<file path="src/rtl/pitch_seq_pkg.sv">
package pitch_seq_pkg;
   localparam int PITCH_W = 6;
   localparam int DUR_W   = 16;
   localparam int VOICES  = 2;
   localparam int SEL_W   = 3;
   localparam int STEP_W  = VOICES * PITCH_W + DUR_W;

   typedef enum logic [2:0] {
      S_WAIT,
      S_ARM,
      S_REQ,
      S_LOAD,
      S_PLAY
   } seq_state_e;
endpackage

</file>
<file path="src/rtl/seq_tone_qual.sv">
module seq_tone_qual #(
   parameter int DEB_LEN = 16
) (
   input  logic clk,
   input  logic rst_n,
   input  logic en,
   input  logic sync_lvl,
   output logic seen
);
   localparam int CW = (DEB_LEN > 1) ? $clog2(DEB_LEN) : 1;

   logic [CW-1:0] run_q;
   logic          at_lim;

   assign at_lim = (run_q == CW'(DEB_LEN - 1));
   assign seen   = en & sync_lvl & at_lim;

   always_ff @(posedge clk) begin
      if (!rst_n || !en || !sync_lvl) begin
         run_q <= '0;
      end else if (!at_lim) begin
         run_q <= run_q + 1'b1;
      end
   end
endmodule

</file>
<file path="src/rtl/seq_tick_gen.sv">
module seq_tick_gen #(
   parameter int DIV = 250
) (
   input  logic clk,
   input  logic rst_n,
   input  logic clr,
   output logic tick
);
   localparam int CW = (DIV > 1) ? $clog2(DIV) : 1;

   logic [CW-1:0] cnt_q;

   assign tick = (cnt_q == CW'(DIV - 1));

   always_ff @(posedge clk) begin
      if (!rst_n || clr || tick) begin
         cnt_q <= '0;
      end else begin
         cnt_q <= cnt_q + 1'b1;
      end
   end
endmodule

</file>
<file path="src/rtl/seq_voice_map.sv">
module seq_voice_map
   import pitch_seq_pkg::*;
(
   input  logic [PITCH_W-1:0] pitch,
   output logic [SEL_W-1:0]   oct,
   output logic [SEL_W-1:0]   hi,
   output logic [SEL_W-1:0]   lo
);
   assign oct = {1'b0, pitch[5:4]};
   assign hi  = {1'b0, pitch[3:2]};
   assign lo  = {1'b0, pitch[1:0]};
endmodule

</file>
<file path="src/rtl/pitch_seq_2v.sv">
module pitch_seq_2v
   import pitch_seq_pkg::*;
#(
   parameter int ADDR_W   = 8,
   parameter int TICK_DIV = 250,
   parameter int DEB_LEN  = 16
) (
   input  logic                    clk,
   input  logic                    rst_n,
   input  logic                    sync_lvl,
   output logic [ADDR_W-1:0]       mem_addr,
   input  logic [27:0]             mem_data,
   output logic [5:0]              oct_sel,
   output logic [5:0]              hi_sel,
   output logic [5:0]              lo_sel,
   output logic                    busy
);
   if (ADDR_W < 1 || TICK_DIV < 1 || DEB_LEN < 1) begin : g_bad_param
      $error("pitch_seq_2v: ADDR_W, TICK_DIV and DEB_LEN must be at least 1");
   end
   if (STEP_W != 28 || VOICES * SEL_W != 6) begin : g_bad_fmt
      $error("pitch_seq_2v: step format does not match the port widths");
   end

   seq_state_e         st;
   logic [DUR_W-1:0]   dcnt_q;
   logic [PITCH_W-1:0] pitch_q [VOICES];
   logic [DUR_W-1:0]   step_dur;
   logic               seen;
   logic               tick;

   assign step_dur = mem_data[DUR_W-1:0];
   assign busy     = (st == S_REQ) || (st == S_LOAD) || (st == S_PLAY);

   seq_tone_qual #(.DEB_LEN(DEB_LEN)) i_qual (
      .clk      (clk),
      .rst_n    (rst_n),
      .en       (st == S_WAIT),
      .sync_lvl (sync_lvl),
      .seen     (seen)
   );

   seq_tick_gen #(.DIV(TICK_DIV)) i_tick (
      .clk   (clk),
      .rst_n (rst_n),
      .clr   (st != S_PLAY),
      .tick  (tick)
   );

   always_ff @(posedge clk) begin
      if (!rst_n) begin
         st       <= S_WAIT;
         mem_addr <= '0;
         dcnt_q   <= '0;
         for (int v = 0; v < VOICES; v++) pitch_q[v] <= '0;
      end else begin
         unique case (st)
            S_WAIT: if (seen) st <= S_ARM;
            S_ARM: begin
               if (!sync_lvl) begin
                  st       <= S_REQ;
                  mem_addr <= '0;
               end
            end
            S_REQ: st <= S_LOAD;
            S_LOAD: begin
               if (step_dur == '0) begin
                  st <= S_WAIT;
               end else begin
                  st     <= S_PLAY;
                  dcnt_q <= step_dur;
                  for (int v = 0; v < VOICES; v++)
                     pitch_q[v] <= mem_data[DUR_W + v*PITCH_W +: PITCH_W];
               end
            end
            S_PLAY: begin
               if (tick) begin
                  if (dcnt_q == DUR_W'(1)) begin
                     st       <= S_REQ;
                     mem_addr <= mem_addr + 1'b1;
                  end else begin
                     dcnt_q <= dcnt_q - 1'b1;
                  end
               end
            end
            default: st <= S_WAIT;
         endcase
      end
   end

   for (genvar v = 0; v < VOICES; v++) begin : g_voice
      seq_voice_map i_map (
         .pitch (pitch_q[v]),
         .oct   (oct_sel[v*SEL_W +: SEL_W]),
         .hi    (hi_sel[v*SEL_W +: SEL_W]),
         .lo    (lo_sel[v*SEL_W +: SEL_W])
      );
   end
endmodule

</file>
<file path="config.mk">
export PLATFORM = sky130hd
export DESIGN_NAME = pitch_seq_2v
export DESIGN_NICKNAME = d
export VERILOG_FILES = /design/src/rtl/pitch_seq_pkg.sv /design/src/rtl/seq_tone_qual.sv /design/src/rtl/seq_tick_gen.sv /design/src/rtl/seq_voice_map.sv /design/src/rtl/pitch_seq_2v.sv
export SDC_FILE = /design/constraint.sdc
export NUM_CORES = 1
export LEC_CHECK = 0
export ABC_AREA = 1
export CAP_MARGIN = 30
export CELL_PAD_IN_SITES_DETAIL_PLACEMENT = 1
export CELL_PAD_IN_SITES_GLOBAL_PLACEMENT = 1
export CORE_AREA = 2 2 110 69
export CTS_CLUSTER_SIZE = 14
export DETAILED_ROUTE_END_ITERATION = 6
export DIE_AREA = 0 0 112 71
export DONT_BUFFER_PORTS = 1
export PLACE_DENSITY_LB_ADDON = 0.1
export SLEW_MARGIN = 20
export SYNTH_ARGS = -nofsm -noshare
export SYNTH_HDL_FRONTEND = slang
export SYNTH_SLANG_ARGS = --single-unit
</file>
<file path="constraint.sdc">
create_clock -name clk -period 2.07 [get_ports clk]
set_clock_uncertainty 0.05 [all_clocks]
set_input_delay 0.414 -clock clk [delete_from_list [all_inputs] [get_ports clk]]
set_output_delay 0.414 -clock clk [all_outputs]
set_load 0.005 [all_outputs]
</file>
==> results of run 1 <==
## placed cells by master, fill, tap and decap left out, drive strengths merged
cell type	n
a211oi	1
o21ai	22
inv	52
nor3	5
clkinvlp	2
dfxtp	39
conb	6
or2	7
a31o	1
clkbuf	5
o21bai	1
a31oi	1
edfxtp	12
nand3b	3
buf	2
nor4	1
nor3b	4
a21oi	22
nand4	4
xor2	6
clkinv	1
ha	6
nand2	104
nor2	88
nand3	31
## metrics by stage
| step | cells | utilization [%] | hold WS [ns] |
|---|---|---|---|
| floorplan | 431 | - | 0.372 |
| global placement | 509 | 43.6 | 0.387 |
| detailed placement | 509 | 43.6 | 0.406 |
| CTS | 517 | 45.7 | 0.165 |
| global route | 517 | 45.7 | 0.164 |
| finish | 517 | 45.7 | 0.173 |
## critical path, delay by kind of cell, from the launching register on
family / cells / cell delay [ns]
simple gates: 4 / 0.77
buf+inv: 2 / 0.45
flops: 1 / 0.34
compound gates: 1 / 0.15
## power by group through the flow
| stage | combinational [mW] | clock [mW] | sequential [mW] |
|---|---|---|---|
| 2_1_floorplan | 0.0528 | 0 | 1.05 |
| 3_3_place_gp | 0.0520 | 0 | 1.06 |
| 3_5_place_dp | 0.0539 | 0 | 1.06 |
| 4_1_cts | 0.0544 | 0.862 | 1.03 |
| 5_1_grt | 0.0624 | 0.898 | 1.03 |
| 6_report | 0.0540 | 0.845 | 1.03 |
## registers in the layout (all words and copies together), names as in the netlist
register	flops
st	3
mem_addr	8
i_tick.cnt_q	8
pitch_q	12
dcnt_q	16
i_qual.run_q	4
## how the worst max path moves through the flow
stage	endpoint	slack (ns)
after floorplan	dcnt_q[14]	0.57
after global placement	dcnt_q[11]	0.26
after detailed placement	dcnt_q[11]	0.23
after CTS	dcnt_q[11]	0.21
after global routing	i_tick.cnt_q[4]	0.03
final	dcnt_q[8]	0.23
## final cells by class
| class | count | share of cell area (%) |
|---|---|---|
| Clock inverter | 3 | 0.624 |
| Tap cell | 91 | 3.55 |
| Timing Repair Buffer | 2 | 0.468 |
| Inverter | 52 | 6.16 |
| Sequential cell | 51 | 35.6 |
| Clock buffer | 5 | 3.90 |
| Multi-Input combinational cell | 313 | 49.7 |
## kinds of logic after synthesis
kind of cell    after synthesis
compound gates               48
flops                        51
fa+ha+maj                     6
other cells                   1
xor+xnor                      6
buf+inv                      67
simple gates                247
## layer usage
layer  vias to the layer above  part of all wire (%)
met5                         -                     0
met1                      1207                    53
met4                         0                  0.89
met3                         8                   4.7
met2                        47                    42
li1                       1329                     -
==> metrics.txt, run 1 <==
# TYPE chip_impl_metric gauge
chip_impl_info{name="yosys-top-cells-count",value="sky130_fd_sc_hd__nand2_1 (98), sky130_fd_sc_hd__nor2_1 (82), sky130_fd_sc_hd__inv_1 (45)"} 1
chip_impl_metric{name="number_of_global_route_vias_before_repair",unit=""} 2652
chip_impl_metric{name="global_route.overflow_total",unit=""} 0
chip_impl_metric{name="cts_hold_buffers",unit=""} 0
chip_impl_metric{name="netlist-cell-type-count",unit=""} 39
chip_impl_metric{name="fill_cells",unit=""} 918
chip_impl_metric{name="row_count",unit=""} 24
chip_impl_metric{name="synth-edff-count",unit=""} 12
chip_impl_metric{name="p_total",unit="mW"} 1.93
chip_impl_info{name="critPathCaptureType",value="flip-flop"} 1
chip_impl_info{name="worstHoldEndpoint",value="dcnt_q[9]"} 1
chip_impl_metric{name="post_dp_cell_area",unit="um2"} 3060
chip_impl_metric{name="reg2regPathDepth",unit=""} 7
chip_impl_metric{name="drtAntennaViolNets",unit=""} 0
chip_impl_metric{name="synth-simple-area-share",unit="%"} 38.0
chip_impl_metric{name="ctsHtreeMaxLevel",unit=""} 2
chip_impl_info{name="post_synth_main_area_contributors",value="sky130_fd_sc_hd__dfxtp_1 (26%), sky130_fd_sc_hd__nand2_1 (12%), sky130_fd_sc_hd__edfxtp_1 (12%)"} 1
chip_impl_metric{name="ys_seq_area_share",unit="%"} 37.6
chip_impl_metric{name="crit_arrival",unit="ns"} 2.03
chip_impl_info{name="worstReg2RegEnd",value="dcnt_q[8]"} 1
chip_impl_metric{name="worst_skew_pair.late_latency",unit="ns"} 0.30
chip_impl_metric{name="final_setup_violation_count",unit=""} 0
chip_impl_metric{name="antenna_found_initial",unit=""} 0
chip_impl_metric{name="ys.warnings.count",unit=""} 0
chip_impl_metric{name="hold_viol_final",unit=""} 0
chip_impl_metric{name="drt-total-wl",unit="um"} 7850
chip_impl_info{name="setup.worst_path.start_class",value="flip-flop"} 1
chip_impl_metric{name="part_of_the_power_in_registers",unit="%"} 53.5
chip_impl_metric{name="post_synth_mux_area_share",unit="%"} 0
chip_impl_metric{name="gr-usage-met1",unit="%"} 31.0
chip_impl_metric{name="grt.total_usage",unit="%"} 20.6
chip_impl_metric{name="report.final.slew_viol_count",unit=""} 0
chip_impl_metric{name="power.leakage",unit="nW"} 1.40
chip_impl_info{name="crit_top_cell",value="sky130_fd_sc_hd__nand3_2"} 1
chip_impl_metric{name="worst-slew-pin-transition",unit="ns"} 0.579
chip_impl_metric{name="power.share.combinational",unit="%"} 2.8
chip_impl_metric{name="fin_nets",unit=""} 462
chip_impl_metric{name="bufs_on_longest_clock_path",unit=""} 2
chip_impl_metric{name="cp.required",unit="ns"} 2.26
chip_impl_metric{name="initialDrtViolationCount",unit=""} 113
chip_impl_info{name="crit_path_cell_trace",value="inv_2 > nand3_4 > inv_4 > nand3_2 > nand3_2 > nand2_1 > a21oi_2"} 1
chip_impl_metric{name="number_of_clock_sinks",unit=""} 51
chip_impl_metric{name="ctsResizeCount",unit=""} 0
chip_impl_metric{name="cap_violations",unit=""} 0
chip_impl_metric{name="floorplan.io_pins",unit=""} 58
chip_impl_metric{name="switching_share",unit="%"} 22.7
chip_impl_info{name="synth_largest_area_cell",value="sky130_fd_sc_hd__dfxtp_1"} 1
chip_impl_metric{name="maximum_number_of_pins_on_one_net_before_global_route_repair",unit=""} 31
chip_impl_info{name="crit_type",value="reg -> reg"} 1
chip_impl_metric{name="routed_wire_length_per_instance",unit="um"} 15.2
chip_impl_metric{name="post-route-cell-area",unit="um2"} 3210
chip_impl_metric{name="power.density",unit="nW/um2"} 602
chip_impl_metric{name="fmax",unit="MHz"} 543
chip_impl_metric{name="clk_pin_slew_worst_paths",unit="ns"} 0.07
chip_impl_info{name="most_common_cell_in_the_synthesized_netlist",value="sky130_fd_sc_hd__nand2_1"} 1
chip_impl_info{name="grt.busiest_layer",value="met1"} 1
chip_impl_info{name="critPathSlowestCell",value="sky130_fd_sc_hd__dfxtp_1"} 1
chip_impl_info{name="cp-startpoint",value="st[1]"} 1
chip_impl_metric{name="initial_core_util",unit="%"} 43.2
chip_impl_metric{name="setup_slack",unit="ns"} 0.228
chip_impl_metric{name="synth-xor-area-share",unit="%"} 1.73
chip_impl_metric{name="synth_compound_gate_area_share",unit="%"} 9.60
chip_impl_metric{name="multi_input_comb_area",unit="um2"} 1600
chip_impl_info{name="hold_path_class",value="in -> reg"} 1
chip_impl_metric{name="async_flop_share",unit="%"} 0
chip_impl_info{name="outcome",value="finished clean"} 1
chip_impl_metric{name="relSlewSlack",unit="%"} 61.2
chip_impl_metric{name="postCtsSetupRepairBufs",unit=""} 0
chip_impl_metric{name="io_buffers",unit=""} 0
chip_impl_metric{name="remaining_drc_errors",unit=""} 0
chip_impl_metric{name="core_region_area",unit="um2"} 7030
chip_impl_metric{name="fin_crit_sh",unit="%"} 89.0
chip_impl_metric{name="worstPathMaxFanout",unit=""} 30
chip_impl_metric{name="hpwl",unit="um"} 5900
chip_impl_metric{name="numCtsBuffers",unit=""} 5
chip_impl_metric{name="synthesized_area_fraction_occupied_by_adder_cells",unit="%"} 2.47
chip_impl_metric{name="worst_setup_slack_before_clock_tree_synthesis",unit="ns"} 0.230
chip_impl_metric{name="cpPeakStageDelay",unit="ns"} 0.34
chip_impl_metric{name="detailedRoute.firstPassIterationCount",unit=""} 4
chip_impl_metric{name="grt.met2_usage",unit="%"} 30.6
chip_impl_metric{name="gp_congestion",unit=""} 0.777
chip_impl_metric{name="worst_ir_drop_vdd",unit="mV"} 0.327
chip_impl_metric{name="portion_of_synthesized_cell_area_occupied_by_the_leading_cell_type",unit="%"} 25.7
chip_impl_info{name="hp-start",value="rst_n"} 1
chip_impl_info{name="rsz_0062_raised_after_global_routing",value="no"} 1
chip_impl_metric{name="post_route_cells_drive_above_1_share",unit="%"} 13.6
chip_impl_metric{name="dieArea",unit="um2"} 7950
chip_impl_metric{name="die_y",unit="um"} 71
chip_impl_metric{name="syn_to_final_growth",unit="%"} 5.60
chip_impl_metric{name="seqCellArea",unit="um2"} 1140
chip_impl_metric{name="grt_pass1_wl",unit="um"} 13100
chip_impl_metric{name="ys_seq_elements",unit=""} 51
chip_impl_metric{name="fin_crit",unit="ns"} 1.84
chip_impl_metric{name="vias",unit=""} 2591
chip_impl_metric{name="post_synth_instance_area",unit="um2"} 3040
chip_impl_info{name="cts_tree",value="done"} 1
chip_impl_metric{name="insertedDiodeCount",unit=""} 0
chip_impl_info{name="dominant_combinational_cell_family_by_area_after_synthesis",value="simple AND/OR/NAND/NOR gates"} 1
chip_impl_metric{name="hold_path_depth",unit=""} 2
chip_impl_metric{name="intPower",unit="mW"} 1.49
chip_impl_info{name="dominantRegCellSynth",value="sky130_fd_sc_hd__dfxtp_1"} 1
chip_impl_info{name="clockRootBuffer",value="sky130_fd_sc_hd__clkbuf_16"} 1
chip_impl_metric{name="syn-instance-count",unit=""} 426
chip_impl_metric{name="die_extent_in_x",unit="um"} 112
chip_impl_metric{name="vias_per_cell",unit=""} 5.01
chip_impl_metric{name="ff2ff_setup_slack",unit="ns"} 0.23
chip_impl_info{name="worst_reg2reg_path_startpoint",value="st[1]"} 1
chip_impl_metric{name="power_switching",unit="uW"} 439
chip_impl_metric{name="synthesis.area_per_instance",unit="um2"} 7.13
chip_impl_metric{name="grt.met3_usage",unit="%"} 4.37
chip_impl_metric{name="finalSetupTns",unit="ns"} 0
chip_impl_metric{name="clock_power_share",unit="%"} 43.7
No activity file was read; power rests on OpenSTA's default activity.
==> inputs of run 2 (changes only) <==
--- a/config.mk
+++ b/config.mk
@@ -15,6 +15,7 @@
 export DIE_AREA = 0 0 112 71
 export DONT_BUFFER_PORTS = 1
 export PLACE_DENSITY_LB_ADDON = 0.1
+export SKIP_CTS_REPAIR_TIMING = 1
 export SLEW_MARGIN = 20
 export SYNTH_ARGS = -nofsm -noshare
 export SYNTH_HDL_FRONTEND = slang
==> constraint.sdc (replaced) <==
create_clock -name clk -period 2.07 [get_ports clk]
set_clock_uncertainty 0.05 [all_clocks]
set_input_delay 0.3105 -clock clk [delete_from_list [all_inputs] [get_ports clk]]
set_output_delay 0.3105 -clock clk [all_outputs]
set_load 0.005 [all_outputs]
==> metrics.txt, run 2 (synthesized netlist as in run 1, its figures left out) <==
# TYPE chip_impl_metric gauge
chip_impl_metric{name="global_route.overflow_total",unit=""} 0
chip_impl_info{name="worstHoldEndpoint",value="dcnt_q[9]"} 1
chip_impl_info{name="top_register",value="dcnt_q"} 1
chip_impl_metric{name="cap_violations",unit=""} 0
chip_impl_info{name="hold_path_class",value="in -> reg"} 1
chip_impl_metric{name="fin_nets",unit=""} 462
chip_impl_metric{name="gp_congestion",unit=""} 0.778
chip_impl_metric{name="ctsHtreeMaxLevel",unit=""} 2
chip_impl_metric{name="ff2ff_setup_slack",unit="ns"} 0.23
chip_impl_metric{name="numCtsBuffers",unit=""} 5
chip_impl_metric{name="hold_path_depth",unit=""} 2
chip_impl_metric{name="final_setup_violation_count",unit=""} 0
chip_impl_info{name="largest_registers_in_the_final_layout",value="dcnt_q (16), pitch_q (12)"} 1
chip_impl_info{name="crit_path_cell_trace",value="inv_1 > ha_1 > nand2_1 > nor2_1 > nand2_1 > nand2_1 > nand3_1 > o21ai_0 > nand2_1 > nand2_1 > nor2_1"} 1
chip_impl_metric{name="drt-total-wl",unit="um"} 7730
chip_impl_metric{name="hold_viol_final",unit=""} 0
chip_impl_metric{name="insertedDiodeCount",unit=""} 0
chip_impl_info{name="mostFrequentLayoutCells",value="sky130_fd_sc_hd__nand2_1 (98), sky130_fd_sc_hd__nor2_1 (82), sky130_fd_sc_hd__inv_1 (45)"} 1
chip_impl_info{name="setup.worst_path.start_class",value="flip-flop"} 1
chip_impl_metric{name="clk_pin_slew_worst_paths",unit="ns"} 0.07
chip_impl_metric{name="die_extent_in_x",unit="um"} 112
chip_impl_metric{name="fmax",unit="MHz"} 544
chip_impl_info{name="crit_type",value="reg -> reg"} 1
chip_impl_metric{name="routed_wire_length_per_instance",unit="um"} 15.0
chip_impl_metric{name="syn_to_final_growth",unit="%"} 5.44
chip_impl_info{name="cts_tree",value="done"} 1
chip_impl_info{name="hp-start",value="rst_n"} 1
chip_impl_metric{name="number_of_global_route_vias_before_repair",unit=""} 2617
chip_impl_metric{name="drtAntennaViolNets",unit=""} 0
chip_impl_info{name="rsz_0062_raised_after_global_routing",value="no"} 1
chip_impl_info{name="worstReg2RegEnd",value="dcnt_q[10]"} 1
chip_impl_info{name="clockRootBuffer",value="sky130_fd_sc_hd__clkbuf_16"} 1
chip_impl_metric{name="post_dp_cell_area",unit="um2"} 3060
chip_impl_metric{name="core_region_area",unit="um2"} 7030
chip_impl_metric{name="dieArea",unit="um2"} 7950
chip_impl_metric{name="number_of_clock_sinks",unit=""} 51
chip_impl_info{name="layout_commonest_cell",value="sky130_fd_sc_hd__nand2_1"} 1
chip_impl_metric{name="maximum_number_of_pins_on_one_net_before_global_route_repair",unit=""} 31
chip_impl_metric{name="finalSetupTns",unit="ns"} 0
chip_impl_metric{name="fin_crit_sh",unit="%"} 88.8
chip_impl_metric{name="grt_pass1_wl",unit="um"} 13000
chip_impl_metric{name="fin_crit",unit="ns"} 1.84
chip_impl_metric{name="io_buffers",unit=""} 0
chip_impl_metric{name="cpPeakStageDelay",unit="ns"} 0.43
chip_impl_metric{name="initialDrtViolationCount",unit=""} 138
chip_impl_metric{name="antenna_found_initial",unit=""} 0
chip_impl_metric{name="vias_per_cell",unit=""} 5.01
chip_impl_metric{name="bufs_on_longest_clock_path",unit=""} 2
chip_impl_metric{name="power.leakage",unit="nW"} 1.40
chip_impl_info{name="crit_top_cell",value="sky130_fd_sc_hd__nand2_1"} 1
chip_impl_metric{name="largest_register_ffs",unit=""} 16
chip_impl_metric{name="fill_cells",unit=""} 918
chip_impl_metric{name="worstPathMaxFanout",unit=""} 5
chip_impl_metric{name="seqCellArea",unit="um2"} 1140
chip_impl_metric{name="initial_core_util",unit="%"} 43.2
chip_impl_metric{name="post-route-cell-area",unit="um2"} 3200
chip_impl_metric{name="multi_input_comb_area",unit="um2"} 1600
chip_impl_metric{name="power.density",unit="nW/um2"} 600
chip_impl_info{name="worst_reg2reg_path_startpoint",value="dcnt_q[0]"} 1
chip_impl_metric{name="worst-slew-pin-transition",unit="ns"} 0.522
chip_impl_metric{name="detailedRoute.firstPassIterationCount",unit=""} 4
chip_impl_metric{name="worst_setup_slack_before_clock_tree_synthesis",unit="ns"} 0.240
chip_impl_metric{name="remaining_drc_errors",unit=""} 0
chip_impl_metric{name="hpwl",unit="um"} 5840
chip_impl_metric{name="post_route_cells_drive_above_1_share",unit="%"} 13.6
chip_impl_metric{name="die_y",unit="um"} 71
chip_impl_metric{name="report.final.slew_viol_count",unit=""} 0
chip_impl_metric{name="worst_skew_pair.late_latency",unit="ns"} 0.30
chip_impl_metric{name="crit_arrival",unit="ns"} 2.00
chip_impl_metric{name="cp.required",unit="ns"} 2.23
chip_impl_metric{name="setup_slack",unit="ns"} 0.231
chip_impl_metric{name="worst_ir_drop_vdd",unit="mV"} 0.322
chip_impl_info{name="critPathSlowestCell",value="sky130_fd_sc_hd__nor2_1"} 1
chip_impl_metric{name="relSlewSlack",unit="%"} 65.1
chip_impl_metric{name="grt.total_usage",unit="%"} 20.7
chip_impl_info{name="critPathCaptureType",value="flip-flop"} 1
chip_impl_metric{name="row_count",unit=""} 24
chip_impl_metric{name="floorplan.io_pins",unit=""} 58
chip_impl_metric{name="vias",unit=""} 2591
chip_impl_metric{name="reg2regPathDepth",unit=""} 11
chip_impl_info{name="outcome",value="finished clean"} 1
[run 2: cell types whose count changed in the layout (fill, tap and decap cells not counted)]
cell / before / now
sky130_fd_sc_hd__clkinv_2: 1 / 3
sky130_fd_sc_hd__clkinvlp_4: 2 / 0
[run 2: per-stage QoR]
step,hold WS [ns],util (%),total power [mW],std cells
floorplan,0.372,-,1.11,431
CTS,0.0659,45.6,1.94,517
global route,0.0664,45.6,1.98,517
detailed placement,0.381,43.6,1.11,509
finish,0.0708,45.6,1.92,517
global placement,0.372,43.6,1.11,509
[run 2: how the worst max path moves through the flow]
stage                    startpoint    endpoint  slack, ns  depth (start not counted)
detailed placement  i_tick.cnt_q[0]   dcnt_q[3]       0.24                         10
CTS                 i_tick.cnt_q[0]   dcnt_q[3]       0.23                         10
global route              dcnt_q[0]  dcnt_q[10]       0.03                         11
floorplan           i_tick.cnt_q[0]  dcnt_q[14]       0.57                         11
finish                    dcnt_q[0]  dcnt_q[10]       0.23                         11
global placement              st[2]   dcnt_q[8]       0.28                          6
[run 2: per-layer routing]
layer / vias up / share of wire [%] / global-route usage, %
met5: - / 0 / 0
met4: 0 / 1.0 / 5.28
met3: 7 / 5.6 / 4.54
met2: 49 / 42 / 30.3
met1: 1205 / 52 / 31.0
li1: 1330 / - / -
[run 2: where the power goes]
part / switching (mW) / internal, mW / total (mW) / leakage, nW
Combinational: 0.0331 / 0.0195 / 0.0526 / 0.891
Sequential: 0.00614 / 1.03 / 1.03 / 0.438
Clock: 0.394 / 0.443 / 0.837 / 0.0733
Total: 0.433 / 1.49 / 1.92 / 1.40
[run 2: worst max-delay path: cells and delay by family (launching register included)]
kind	cells	cell delay [ns]
AOI/OAI and AO/OA	1	0.08
adders and majority gates	1	0.21
buffers and inverters	1	0.11
DFF	1	0.34
and+or+nand+nor	8	0.96
[run 2: cell type report]
class                      count  share of cell area [%]
inverter                      52                    6.17
tap                           91                    3.55
multi-input combinational    313                    49.8
sequential                    51                    35.6
clock inverter                 3                   0.469
timing repair buffer           2                   0.469
clock buffer                   5                    3.91
==> inputs of run 3 (changes only) <==
--- a/config.mk
+++ b/config.mk
@@ -9,10 +9,10 @@
 export CAP_MARGIN = 30
 export CELL_PAD_IN_SITES_DETAIL_PLACEMENT = 1
 export CELL_PAD_IN_SITES_GLOBAL_PLACEMENT = 1
-export CORE_AREA = 2 2 110 69
+export CORE_AREA = 2 2 79 96
 export CTS_CLUSTER_SIZE = 14
 export DETAILED_ROUTE_END_ITERATION = 6
-export DIE_AREA = 0 0 112 71
+export DIE_AREA = 0 0 81 98
 export DONT_BUFFER_PORTS = 1
 export PLACE_DENSITY_LB_ADDON = 0.1
 export SKIP_CTS_REPAIR_TIMING = 1
==> constraint.sdc (replaced) <==
create_clock -name clk -period 2.1 [get_ports clk]
set_clock_uncertainty 0.05 [all_clocks]
set_input_delay 0.315 -clock clk [delete_from_list [all_inputs] [get_ports clk]]
set_output_delay 0.315 -clock clk [all_outputs]
set_load 0.005 [all_outputs]
==> metrics.txt, run 3 (synthesized netlist as in run 1, its figures left out) <==
# TYPE chip_impl_metric gauge
chip_impl_metric{name="remaining_drc_errors",unit=""} 0
chip_impl_metric{name="cp.required",unit="ns"} 2.26
chip_impl_metric{name="post_dp_cell_area",unit="um2"} 3070
chip_impl_metric{name="clk_pin_slew_worst_paths",unit="ns"} 0.10
chip_impl_metric{name="drt-total-wl",unit="um"} 7130
chip_impl_metric{name="relSlewSlack",unit="%"} 66.8
chip_impl_metric{name="bufs_on_longest_clock_path",unit=""} 2
chip_impl_metric{name="post-route-cell-area",unit="um2"} 3170
chip_impl_info{name="layout_commonest_cell",value="sky130_fd_sc_hd__nand2_1"} 1
chip_impl_metric{name="vias",unit=""} 2632
chip_impl_metric{name="initialDrtViolationCount",unit=""} 87
chip_impl_metric{name="initial_core_util",unit="%"} 43.0
chip_impl_metric{name="power.density",unit="nW/um2"} 534
chip_impl_metric{name="ctsHtreeMaxLevel",unit=""} 2
chip_impl_metric{name="fin_nets",unit=""} 463
chip_impl_metric{name="grt_pass1_wl",unit="um"} 12200
chip_impl_metric{name="final.hold.worst_slack",unit="ns"} 0.0571
chip_impl_metric{name="worst_setup_slack_before_clock_tree_synthesis",unit="ns"} 0.266
chip_impl_metric{name="maximum_number_of_pins_on_one_net_before_global_route_repair",unit=""} 25
chip_impl_info{name="rsz_0062_raised_after_global_routing",value="no"} 1
chip_impl_metric{name="vias_per_cell",unit=""} 5.09
chip_impl_metric{name="hold_path_depth",unit=""} 2
chip_impl_metric{name="antenna_found_initial",unit=""} 0
chip_impl_metric{name="p_total",unit="mW"} 1.69
chip_impl_metric{name="numCtsBuffers",unit=""} 5
chip_impl_metric{name="fmax",unit="MHz"} 549
chip_impl_info{name="critPathCaptureType",value="flip-flop"} 1
chip_impl_metric{name="switching_share",unit="%"} 23.0
chip_impl_metric{name="routed_wire_length_per_instance",unit="um"} 13.8
chip_impl_metric{name="insertedDiodeCount",unit=""} 0
chip_impl_info{name="critPathSlowestCell",value="sky130_fd_sc_hd__dfxtp_1"} 1
chip_impl_info{name="top_register",value="dcnt_q"} 1
chip_impl_info{name="largest_registers_in_the_final_layout",value="dcnt_q (16), pitch_q (12)"} 1
chip_impl_metric{name="cap_violations",unit=""} 0
chip_impl_metric{name="die_y",unit="um"} 98
chip_impl_metric{name="worst_skew_pair.late_latency",unit="ns"} 0.31
chip_impl_metric{name="grt.total_usage",unit="%"} 19.3
chip_impl_metric{name="fill_cells",unit=""} 952
chip_impl_metric{name="die_extent_in_x",unit="um"} 81
chip_impl_metric{name="postLayoutCoreUtil",unit="%"} 44.8
chip_impl_metric{name="reg2regPathDepth",unit=""} 10
chip_impl_metric{name="intPower",unit="mW"} 1.30
chip_impl_metric{name="finalSetupTns",unit="ns"} 0
chip_impl_info{name="crit_path_cell_trace",value="ha_1 > nand2_1 > nor2_1 > nand2_2 > nor2_4 > nor2_4 > inv_2 > nand3_2 > o21ai_1 > nor2_1"} 1
chip_impl_info{name="clockRootBuffer",value="sky130_fd_sc_hd__clkbuf_8"} 1
chip_impl_metric{name="clock_power_share",unit="%"} 36.8
chip_impl_metric{name="final-instance-count-excl-fill",unit=""} 517
chip_impl_metric{name="largest_register_ffs",unit=""} 16
chip_impl_metric{name="io_buffers",unit=""} 0
chip_impl_metric{name="gp_congestion",unit=""} 0.752
chip_impl_metric{name="worst_ir_drop_vdd",unit="mV"} 0.207
chip_impl_info{name="outcome",value="finished clean"} 1
chip_impl_metric{name="syn_to_final_growth",unit="%"} 4.24
chip_impl_metric{name="drtAntennaViolNets",unit=""} 0
chip_impl_metric{name="post_route_cells_drive_above_1_share",unit="%"} 13.8
chip_impl_metric{name="hpwl",unit="um"} 5470
chip_impl_metric{name="power.share.combinational",unit="%"} 3.0
chip_impl_info{name="setup.worst_path.start_class",value="flip-flop"} 1
chip_impl_metric{name="number_of_clock_sinks",unit=""} 51
chip_impl_metric{name="crit_arrival",unit="ns"} 1.98
chip_impl_metric{name="power_switching",unit="uW"} 388
chip_impl_metric{name="floorplan.io_pins",unit=""} 58
chip_impl_metric{name="worst-slew-pin-transition",unit="ns"} 0.496
chip_impl_info{name="cts_tree",value="done"} 1
chip_impl_metric{name="global_route.overflow_total",unit=""} 0
chip_impl_info{name="crit_type",value="reg -> reg"} 1
chip_impl_metric{name="part_of_the_power_in_registers",unit="%"} 60.2
chip_impl_metric{name="hold_viol_final",unit=""} 0
chip_impl_metric{name="total_placed_cells_including_tap_cells",unit=""} 509
chip_impl_metric{name="setup_slack",unit="ns"} 0.280
chip_impl_metric{name="number_of_global_route_vias_before_repair",unit=""} 2639
chip_impl_metric{name="core_region_area",unit="um2"} 7060
chip_impl_info{name="mostFrequentLayoutCells",value="sky130_fd_sc_hd__nand2_1 (98), sky130_fd_sc_hd__nor2_1 (82), sky130_fd_sc_hd__inv_1 (45)"} 1
chip_impl_metric{name="detailedRoute.firstPassIterationCount",unit=""} 4
chip_impl_metric{name="power.leakage",unit="nW"} 1.39
chip_impl_info{name="hold_path_class",value="in -> reg"} 1
chip_impl_metric{name="report.final.slew_viol_count",unit=""} 0
chip_impl_metric{name="row_count",unit=""} 34
chip_impl_metric{name="worstPathMaxFanout",unit=""} 15
chip_impl_metric{name="fin_crit_sh",unit="%"} 86.7
chip_impl_metric{name="dieArea",unit="um2"} 7940
chip_impl_metric{name="cpPeakStageDelay",unit="ns"} 0.40
chip_impl_metric{name="final_setup_violation_count",unit=""} 0
chip_impl_metric{name="fin_crit",unit="ns"} 1.82
-- run 3: cell count changes in the layout (fill, tap and decap cells not counted) --
cell | previous run | this run
sky130_fd_sc_hd__clkbuf_16 | 5 | 0
sky130_fd_sc_hd__clkinv_2 | 3 | 0
sky130_fd_sc_hd__buf_4 | 2 | 3
sky130_fd_sc_hd__clkinv_4 | 0 | 1
sky130_fd_sc_hd__inv_4 | 1 | 2
sky130_fd_sc_hd__clkbuf_8 | 0 | 6
-- run 3: area by class of cell --
class	instances	area [um2]	share of cell area (%)
inverter	52	198	6.24
tap	90	113	3.56
timing repair buffer	3	22.5	0.711
sequential	51	1140	36.0
clock buffer	6	82.6	2.61
multi-input combinational	313	1600	50.4
clock inverter	2	15.0	0.474
-- run 3: critical path: cells and delay by family (launching register included) --
kind | cells | cell delay [ns]
AO/OA/AOI/OAI | 1 | 0.25
flip-flops | 1 | 0.40
adder cells (fa/ha/maj) | 1 | 0.16
buffers and inverters | 1 | 0.06
AND/OR/NAND/NOR | 7 | 0.81
-- run 3: layer usage --
metal,wire length (um),part of all wire [%],vias up,global-route usage [%]
met5,0,0,-,0
li1,-,-,1334,-
met3,279,3.9,6,3.88
met1,3240,46,1239,24.3
met2,3530,50,53,33.1
met4,73,1.0,0,5.08
-- run 3: power by group through the flow --
| stage | sequential [mW] | combinational, mW | clock (mW) |
|---|---|---|---|
| 2_1_floorplan | 1.04 | 0.0520 | 0 |
| 3_3_place_gp | 1.04 | 0.0509 | 0 |
| 3_5_place_dp | 1.04 | 0.0520 | 0 |
| 4_1_cts | 1.02 | 0.0522 | 0.645 |
| 5_1_grt | 1.02 | 0.0600 | 0.685 |
| 6_report | 1.02 | 0.0512 | 0.622 |
-- run 3: final timing paths --
check | to | slack (ns) | startpoint
worst max-delay path | dcnt_q[3] | 0.28 | i_tick.cnt_q[0]
worst min-delay path | dcnt_q[6] | 0.06 | rst_n
worst max register to register | dcnt_q[3] | 0.28 | i_tick.cnt_q[0]
worst min register to register | i_tick.cnt_q[7] | 0.42 | i_tick.cnt_q[7]
